[src/rtl/apb_mgr_pkg.sv]
package apb_mgr_pkg;
  typedef enum logic [1:0] {
    PH_IDLE   = 2'd0,
    PH_SETUP  = 2'd1,
    PH_ACCESS = 2'd2,
    PH_RESP   = 2'd3
  } phase_e;
endpackage

[src/rtl/apb_mgr_phase.sv]
module apb_mgr_phase
  import apb_mgr_pkg::*;
#(
  parameter int MAXWAIT = 16
) (
  input  logic   clk_i,
  input  logic   rst_ni,
  input  logic   cmd_fire_i,
  input  logic   pready_i,
  input  logic   rsp_take_i,
  output phase_e phase_o,
  output logic   done_o,
  output logic   abort_o
);
  localparam int WCW = (MAXWAIT < 2) ? 1 : $clog2(MAXWAIT);

  phase_e phase_q, phase_d;
  logic [WCW-1:0] wait_q, wait_d;
  logic last_wait;

  assign last_wait = (wait_q == WCW'(MAXWAIT - 1));
  assign done_o    = (phase_q == PH_ACCESS) && pready_i;
  assign abort_o   = (phase_q == PH_ACCESS) && !pready_i && last_wait;

  always_comb begin
    phase_d = phase_q;
    wait_d  = wait_q;
    unique case (phase_q)
      PH_IDLE:   if (cmd_fire_i) phase_d = PH_SETUP;
      PH_SETUP: begin
        phase_d = PH_ACCESS;
        wait_d  = '0;
      end
      PH_ACCESS: begin
        if (done_o || abort_o) phase_d = PH_RESP;
        else                   wait_d  = wait_q + 1'b1;
      end
      PH_RESP:   if (rsp_take_i) phase_d = PH_IDLE;
      default:   phase_d = PH_IDLE;
    endcase
  end

  always_ff @(posedge clk_i or negedge rst_ni) begin
    if (!rst_ni) begin
      phase_q <= PH_IDLE;
      wait_q  <= '0;
    end else begin
      phase_q <= phase_d;
      wait_q  <= wait_d;
    end
  end

  assign phase_o = phase_q;
endmodule

[src/rtl/apb_mgr_req.sv]
module apb_mgr_req #(
  parameter int AW = 12,
  parameter int DW = 32
) (
  input  logic          clk_i,
  input  logic          rst_ni,
  input  logic          load_i,
  input  logic          write_i,
  input  logic [AW-1:0] addr_i,
  input  logic [DW-1:0] wdata_i,
  output logic          write_o,
  output logic [AW-1:0] addr_o,
  output logic [DW-1:0] wdata_o
);
  // Loaded only on acceptance: bus fields stay fixed for the whole transfer
  always_ff @(posedge clk_i or negedge rst_ni) begin
    if (!rst_ni) begin
      write_o <= 1'b0;
      addr_o  <= '0;
      wdata_o <= '0;
    end else if (load_i) begin
      write_o <= write_i;
      addr_o  <= addr_i;
      wdata_o <= wdata_i;
    end
  end
endmodule

[src/rtl/apb_mgr_rsp.sv]
module apb_mgr_rsp #(
  parameter int DW = 32
) (
  input  logic          clk_i,
  input  logic          rst_ni,
  input  logic          done_i,
  input  logic          abort_i,
  input  logic          is_write_i,
  input  logic [DW-1:0] prdata_i,
  input  logic          pslverr_i,
  output logic [DW-1:0] rdata_o,
  output logic          err_o,
  output logic          tmo_o
);
  always_ff @(posedge clk_i or negedge rst_ni) begin
    if (!rst_ni) begin
      rdata_o <= '0;
      err_o   <= 1'b0;
      tmo_o   <= 1'b0;
    end else if (done_i) begin
      rdata_o <= is_write_i ? '0 : prdata_i;
      err_o   <= pslverr_i;
      tmo_o   <= 1'b0;
    end else if (abort_i) begin
      rdata_o <= '0;
      err_o   <= 1'b0;
      tmo_o   <= 1'b1;
    end
  end
endmodule

[src/rtl/apb_wait_mgr.sv]
module apb_wait_mgr
  import apb_mgr_pkg::*;
#(
  parameter int AW      = 12,
  parameter int DW      = 32,
  parameter int MAXWAIT = 16
) (
  input  logic          clk_i,
  input  logic          rst_ni,
  input  logic          cmd_valid_i,
  output logic          cmd_ready_o,
  input  logic          cmd_write_i,
  input  logic [AW-1:0] cmd_addr_i,
  input  logic [DW-1:0] cmd_wdata_i,
  output logic          rsp_valid_o,
  input  logic          rsp_ready_i,
  output logic [DW-1:0] rsp_rdata_o,
  output logic          rsp_err_o,
  output logic          rsp_tmo_o,
  output logic          psel_o,
  output logic          penable_o,
  output logic          pwrite_o,
  output logic [AW-1:0] paddr_o,
  output logic [DW-1:0] pwdata_o,
  input  logic [DW-1:0] prdata_i,
  input  logic          pready_i,
  input  logic          pslverr_i
);
  phase_e phase;
  logic   cmd_fire, rsp_take, done, abort;

  assign cmd_ready_o = (phase == PH_IDLE);
  assign rsp_valid_o = (phase == PH_RESP);
  assign cmd_fire    = cmd_valid_i && cmd_ready_o;
  assign rsp_take    = rsp_valid_o && rsp_ready_i;
  assign psel_o      = (phase == PH_SETUP) || (phase == PH_ACCESS);
  assign penable_o   = (phase == PH_ACCESS);

  apb_mgr_phase #(.MAXWAIT(MAXWAIT)) u_phase (
    .clk_i      (clk_i),
    .rst_ni     (rst_ni),
    .cmd_fire_i (cmd_fire),
    .pready_i   (pready_i),
    .rsp_take_i (rsp_take),
    .phase_o    (phase),
    .done_o     (done),
    .abort_o    (abort)
  );

  apb_mgr_req #(.AW(AW), .DW(DW)) u_req (
    .clk_i   (clk_i),
    .rst_ni  (rst_ni),
    .load_i  (cmd_fire),
    .write_i (cmd_write_i),
    .addr_i  (cmd_addr_i),
    .wdata_i (cmd_wdata_i),
    .write_o (pwrite_o),
    .addr_o  (paddr_o),
    .wdata_o (pwdata_o)
  );

  apb_mgr_rsp #(.DW(DW)) u_rsp (
    .clk_i      (clk_i),
    .rst_ni     (rst_ni),
    .done_i     (done),
    .abort_i    (abort),
    .is_write_i (pwrite_o),
    .prdata_i   (prdata_i),
    .pslverr_i  (pslverr_i),
    .rdata_o    (rsp_rdata_o),
    .err_o      (rsp_err_o),
    .tmo_o      (rsp_tmo_o)
  );
endmodule

[config.mk]
export PLATFORM = sky130hd
export DESIGN_NAME = apb_wait_mgr
export DESIGN_NICKNAME = d
export VERILOG_FILES = /design/src/rtl/apb_mgr_pkg.sv /design/src/rtl/apb_mgr_phase.sv /design/src/rtl/apb_mgr_req.sv /design/src/rtl/apb_mgr_rsp.sv /design/src/rtl/apb_wait_mgr.sv
export SDC_FILE = /design/constraint.sdc
export NUM_CORES = 1
export LEC_CHECK = 0
export ABC_CLOCK_PERIOD_IN_PS = 3900
export BUFFER_PORTS_ARGS = -buffer_cell sky130_fd_sc_hd__buf_2
export CAP_MARGIN = 20
export CORE_MARGIN = 5
export CORE_UTILIZATION = 35
export DETAILED_ROUTE_END_ITERATION = 8
export PLACE_DENSITY = 0.69
export SYNTH_ARGS = -nofsm -noshare
export SYNTH_HDL_FRONTEND = slang
export SYNTH_SLANG_ARGS = --single-unit
[constraint.sdc]
create_clock -name clk_i -period 3.9 [get_ports clk_i]
set_input_delay 0.39 -clock clk_i [delete_from_list [all_inputs] [get_ports clk_i]]
set_output_delay 0.39 -clock clk_i [all_outputs]
set_load 0.01 [all_outputs]
==> flow_metrics.tcl, run 1 <==
set metrics [dict create \
    cap_viol_max_count 0 \
    core_mm2 0.00920 \
    cts_root_buffer "clkbuf_8" \
    finalCritPeriodShare_pct 53.9 \
    synth_top_area_cell "dfrtp_1" \
    design_area_mm2 0.00438 \
    synth_edf_count 0 \
    syn_nets 302 \
    fmax_mhz 476 \
    maxSlewViolCount 0 \
    worst_slew_pin_slew_ps 1020 \
    grt_pass1_wl_mm 12.3 \
    clk_pin_slew_worst_paths_ps 90 \
    io_pins 166 \
    ys_types 29 \
    cts_sinks 85 \
    htree_levels 3 \
    final_util_pct 47.7 \
    viasPerCell 4.82 \
    drt_iter0_drc 65 \
    hold_viol_final 0 \
    grt_overflow 0 \
    arrival_ps 2380 \
    synthArstFlopShare_pct 100 \
    grt.total_usage_pct 13.4 \
    p_leak_nw 2.30 \
    synth_area_per_cell_um2 15.3 \
    start_util_pct 35.7 \
    topRoutingLayerUsed "met4" \
    synth_ff_type "dfrtp_1" \
    ant_nets 0 \
    gp_congestion 0.733 \
    yosysTopAreaCellShare_pct 64.8 \
    yosysMostFrequentCell "dfrtp_1" \
    power_mw 3.52 \
    power_density_mw_per_mm2 804 \
    chipHeight_um 107 \
    routed_wl_mm 7.68 \
    hold_class "in -> async" \
    synth_common_cells "dfrtp_1 (85), mux2_2 (45), a22o_1 (32)" \
    clock_latency_ps 340 \
    ir_worst_vdd_v 0.000340 \
    via_count 2391 \
    min_period_ps 2100 \
    tritoncts "built" \
    nNetsFinal 468 \
    slew_headroom_pct 31.7 \
    critPathLaunchType "flip-flop" \
    avgRoutedWirePerCell_um 15.5 \
    finalSetupViolCount 0 \
    met1_length_mm 3.20 \
    postSynthCellCount 214 \
    syn_area_mm2 0.00328 \
    dpl.cell_count 479 \
    cp-end-kind "flip-flop" \
    crit_fanout 27 \
    timing.final.ws_setup_ps 1800 \
    drive_above_1_share_pct 60.8 \
    fin_tns_setup_ps 0 \
    yosysWarnings 0 \
    portBuffers 165 \
    die_w_um 107 \
    yosysSeqAreaShare_pct 64.8 \
    dp_slack_ps 1760 \
    die_area_mm2 0.0114 \
    grt_max_degree 86 \
    numCtsBuffers 9 \
    cts_resized 0 \
    place_hpwl_mm 5.57 \
    placed_cell_area_mm2 0.00418 \
    dr.pass1.iters 4 \
    area_growth_syn_to_layout_pct 33.4 \
    skew_ps 13.0 \
    ff2ff_path_depth 6 \
    netlist_top_cells_area "dfrtp_1 (65%), mux2_2 (15%), a22o_1 (8.5%)" \
    antenna_found_initial 0 \
    critPathRequiredTime_ps 4180 \
    post_cts_buffers 0 \
    final_cells 496 \
    diodes 0 \
    max-clock-path-buffers 2 \
    grt_pass1_vias 2483 \
    rows 35 \
    ctsHoldBuffers 0 \
    wl_met2_mm 3.73 \
    outcome "finished clean" \
    drc 0 \
    ys_seq_elements 85 \
    worstSetupPathType "reg -> reg" \
    routed-wl-met3_um 643 \
    whs_ps 16.6 \
    rsz0062_at_grt "false" \
]
==> cells by family (layout without fill, tap and decap cells) <==
kind of cell / Yosys count / count (layout) / synth area share, %
AO/OA/AOI/OAI: 46 / 46 / 11.9
XOR/XNOR: 1 / 1 / 0.267
adder cells (fa/ha/maj): 5 / 5 / 1.90
buffers and inverters: 17 / 188 / 2.97
flip-flops: 85 / 85 / 64.8
multiplexers: 46 / 46 / 15.8
AND/OR/NAND/NOR: 14 / 14 / 2.40
==> worst max-delay path: stages, from the launching register on <==
cell,delay [ps]
dfrtp_1,420
inv_1,90
ha_1,550
nand2_1,140
nor2_2,270
buf_4,350
a22o_1,210
==> power by group <==
part / switching, mW / internal, mW / total, mW
Combinational: 0.705 / 0.742 / 1.45
Sequential: 0.213 / 1.30 / 1.51
Clock: 0.315 / 0.252 / 0.567
==> final cells by class <==
class	count	area, um^2
clock buffers	10	138
flip-flops and latches	85	2130
multi-input cells	112	1060
fillers	884	4810
clock inverters	6	45.0
inverters	5	18.8
repair buffers	167	856
well taps	111	139
==> flip-flops by register name, summed over array words and instances, names as in the netlist <==
name,count
u_req.wdata_o,32
u_rsp.rdata_o,32
u_req.addr_o,12
u_phase.wait_q,4
u_phase.phase_o,2
u_req.write_o,1
u_rsp.err_o,1
u_rsp.tmo_o,1
==> worst paths after layout <==
path	endpoint	slack, ps	start
min	u_req.wdata_o[26]$_DFFE_PN0P_	20	rst_ni
min reg2reg	u_rsp.err_o$_DFFE_PN0P_	500	u_rsp.err_o$_DFFE_PN0P_
min in group clk_i	u_rsp.rdata_o[25]$_DFFE_PN0P_	270	prdata_i[25]
max reg2reg	u_rsp.rdata_o[22]$_DFFE_PN0P_	1800	u_phase.phase_o[0]$_DFFE_PN0P_
max in group asynchronous	u_req.write_o$_DFFE_PN0P_	3250	rst_ni
max	u_rsp.rdata_o[22]$_DFFE_PN0P_	1800	u_phase.phase_o[0]$_DFFE_PN0P_
==> placed cells by master (no fill, tap or decap), types with 2 or more instances in the layout <==
master      count
buf_2         164
dfrtp_1        85
mux2_2         45
a22o_1         32
clkbuf_8       10
inv_1           5
ha_1            5
nand2_1         3
nor2_1          3
a21oi_1         3
clkinvlp_4      3
nand2_2         2
a31oi_1         2
inv_6           2
buf_4           2
==> per-layer routing <==
| layer | up-vias | global-route usage, % |
|---|---|---|
| met1 | 1168 | 17.0 |
| met4 | 0 | 5.48 |
| met5 | - | 0 |
| met2 | 95 | 21.3 |
| li1 | 1118 | - |
| met3 | 10 | 4.27 |
No activity file was read; power rests on OpenSTA's default activity.
==> inputs of run 2 (changes only) <==
--- a/config.mk
+++ b/config.mk
@@ -5,7 +5,7 @@
 export SDC_FILE = /design/constraint.sdc
 export NUM_CORES = 1
 export LEC_CHECK = 0
-export ABC_CLOCK_PERIOD_IN_PS = 3900
+export ABC_CLOCK_PERIOD_IN_PS = 2200
 export BUFFER_PORTS_ARGS = -buffer_cell sky130_fd_sc_hd__buf_2
 export CAP_MARGIN = 20
 export CORE_MARGIN = 5
==> constraint.sdc (replaced) <==
create_clock -name clk_i -period 2.2 [get_ports clk_i]
set_input_delay 0.22 -clock clk_i [delete_from_list [all_inputs] [get_ports clk_i]]
set_output_delay 0.22 -clock clk_i [all_outputs]
set_load 0.01 [all_outputs]
==> flow_metrics.tcl, run 2 (synthesized netlist as in run 1, its figures left out) <==
set metrics [dict create \
    post_cts_buffers 0 \
    die_w_um 107 \
    slew_headroom_pct 57.7 \
    drc 0 \
    htree_levels 3 \
    final_common_cell "buf_2" \
    p_leak_nw 2.36 \
    grt_pass1_vias 2540 \
    core_mm2 0.00920 \
    die_area_mm2 0.0114 \
    hold_class "in -> reg" \
    arrival_ps 2060 \
    numCtsBuffers 9 \
    avgRoutedWirePerCell_um 16.1 \
    via_count 2429 \
    rsz0062_at_grt "false" \
    dr.pass1.iters 4 \
    viasPerCell 4.87 \
    nFillCells 852 \
    routed_wl_mm 8.03 \
    area_growth_syn_to_layout_pct 37.2 \
    worstSetupPathType "reg -> reg" \
    ant_nets 0 \
    cts_root_buffer "clkbuf_8" \
    outcome "finished clean" \
    crit_path_top_delay_cell "nand2_2" \
    critPathLaunchType "flip-flop" \
    layout_common_cells "buf_2 (164), dfrtp_1 (85), mux2_2 (45)" \
    cap_viol_max_count 0 \
    portBuffers 165 \
    grt_max_degree 50 \
    clk_pin_slew_worst_paths_ps 90 \
    drt_iter0_drc 82 \
    min_period_ps 1780 \
    chipHeight_um 107 \
    power_density_mw_per_mm2 1480 \
    max-clock-path-buffers 2 \
    path_cells "ha_1, a31o_2, nand2_2, a22o_1" \
    antenna_found_initial 0 \
    finalCritPeriodShare_pct 81.1 \
    grt.total_usage_pct 14.2 \
    rows 35 \
    hold_viol_final 0 \
    start_util_pct 35.7 \
    maxSlewViolCount 0 \
    cpPeakStageDelay_ps 480 \
    critPathRequiredTime_ps 2470 \
    ff2ff_setup_slack_ps 420 \
    io_pins 166 \
    diodes 0 \
    cp-end-kind "flip-flop" \
    crit_fanout 33 \
    drive_above_1_share_pct 60.8 \
    final_cells 499 \
    clock_latency_ps 340 \
    fmax_mhz 561 \
    gp_congestion 0.719 \
    grt_pass1_wl_mm 12.8 \
    place_hpwl_mm 6.01 \
    nNetsFinal 471 \
    cts_sinks 85 \
    fin_tns_setup_ps 0 \
    worst_slew_pin_slew_ps 632 \
    tritoncts "built" \
    ir_worst_vdd_v 0.000767 \
    finalSetupViolCount 0 \
    dpl.cell_count 482 \
    skew_ps 6.30 \
    largestRegisters "u_req.wdata_o (32), u_rsp.rdata_o (32), u_req.addr_o (12)" \
    grt_overflow 0 \
]
run 2: what timing repair did:
action	CTS	global route
gates resized for setup	0	0
endpoints found under the hold margin	36	0
hold buffers	1	0
run 2: final timing paths:
kind	startpoint	endpoint	depth (start not counted)
setup / recovery	u_phase.wait_q[0]$_DFFE_PN0P_	u_rsp.rdata_o[16]$_DFFE_PN0P_	4
hold / removal	prdata_i[6]	u_rsp.rdata_o[6]$_DFFE_PN0P_	2
setup reg to reg	u_phase.wait_q[0]$_DFFE_PN0P_	u_rsp.rdata_o[16]$_DFFE_PN0P_	4
hold reg to reg	u_rsp.rdata_o[19]$_DFFE_PN0P_	u_rsp.rdata_o[19]$_DFFE_PN0P_	1
max in group asynchronous	rst_ni	u_rsp.tmo_o$_DFFE_PN0P_	3
min in group asynchronous	rst_ni	u_req.addr_o[4]$_DFFE_PN0P_	2
run 2: final cells by class:
cell class                 instances  area, um^2  area share [%]
clock buffer                      10         138            3.05
clock inverter                     6         118            2.61
inverter                           5        18.8           0.417
multi-input combinational        112        1060            23.5
sequential                        85        2130            47.2
tap                              111         139            3.08
timing repair buffer             170         906            20.1
run 2: report_power, final:
group          switching, mW  internal [mW]
clock network          0.571          0.797
logic                   1.26           1.35
registers              0.389           2.30
run 2: stage by stage:
step | worst slack, ps | utilization (%) | hold WS, ps | cell area [um^2] | power, mW
3_3_place_gp | 512 | 46.1 | 206 | 4240 | 5.28
5_1_grt | 284 | 49.0 | 61.6 | 4510 | 7.13
3_5_place_dp | 444 | 46.1 | 212 | 4240 | 5.38
6_report | 417 | 49.0 | 92.8 | 4510 | 6.67
4_1_cts | 412 | 49.0 | 65.2 | 4510 | 6.79
2_1_floorplan | 647 | - | -75.6 | 3280 | 4.24
run 2: routing by layer:
layer | routed length, um | part of all wire (%) | up-vias | GRT usage, %
met3 | 756 | 9.4 | 12 | 5.60
met4 | 117 | 1.5 | 0 | 4.75
met2 | 4050 | 50 | 104 | 23.5
met5 | 0 | 0 | - | 0
met1 | 3100 | 39 | 1189 | 16.7
li1 | - | - | 1124 | -
run 2: critical path, delay by kind of cell (launching register included):
kind	cells	cell delay, ps
simple gates	1	480
fa+ha+maj	1	280
flops	1	420
compound gates	2	520
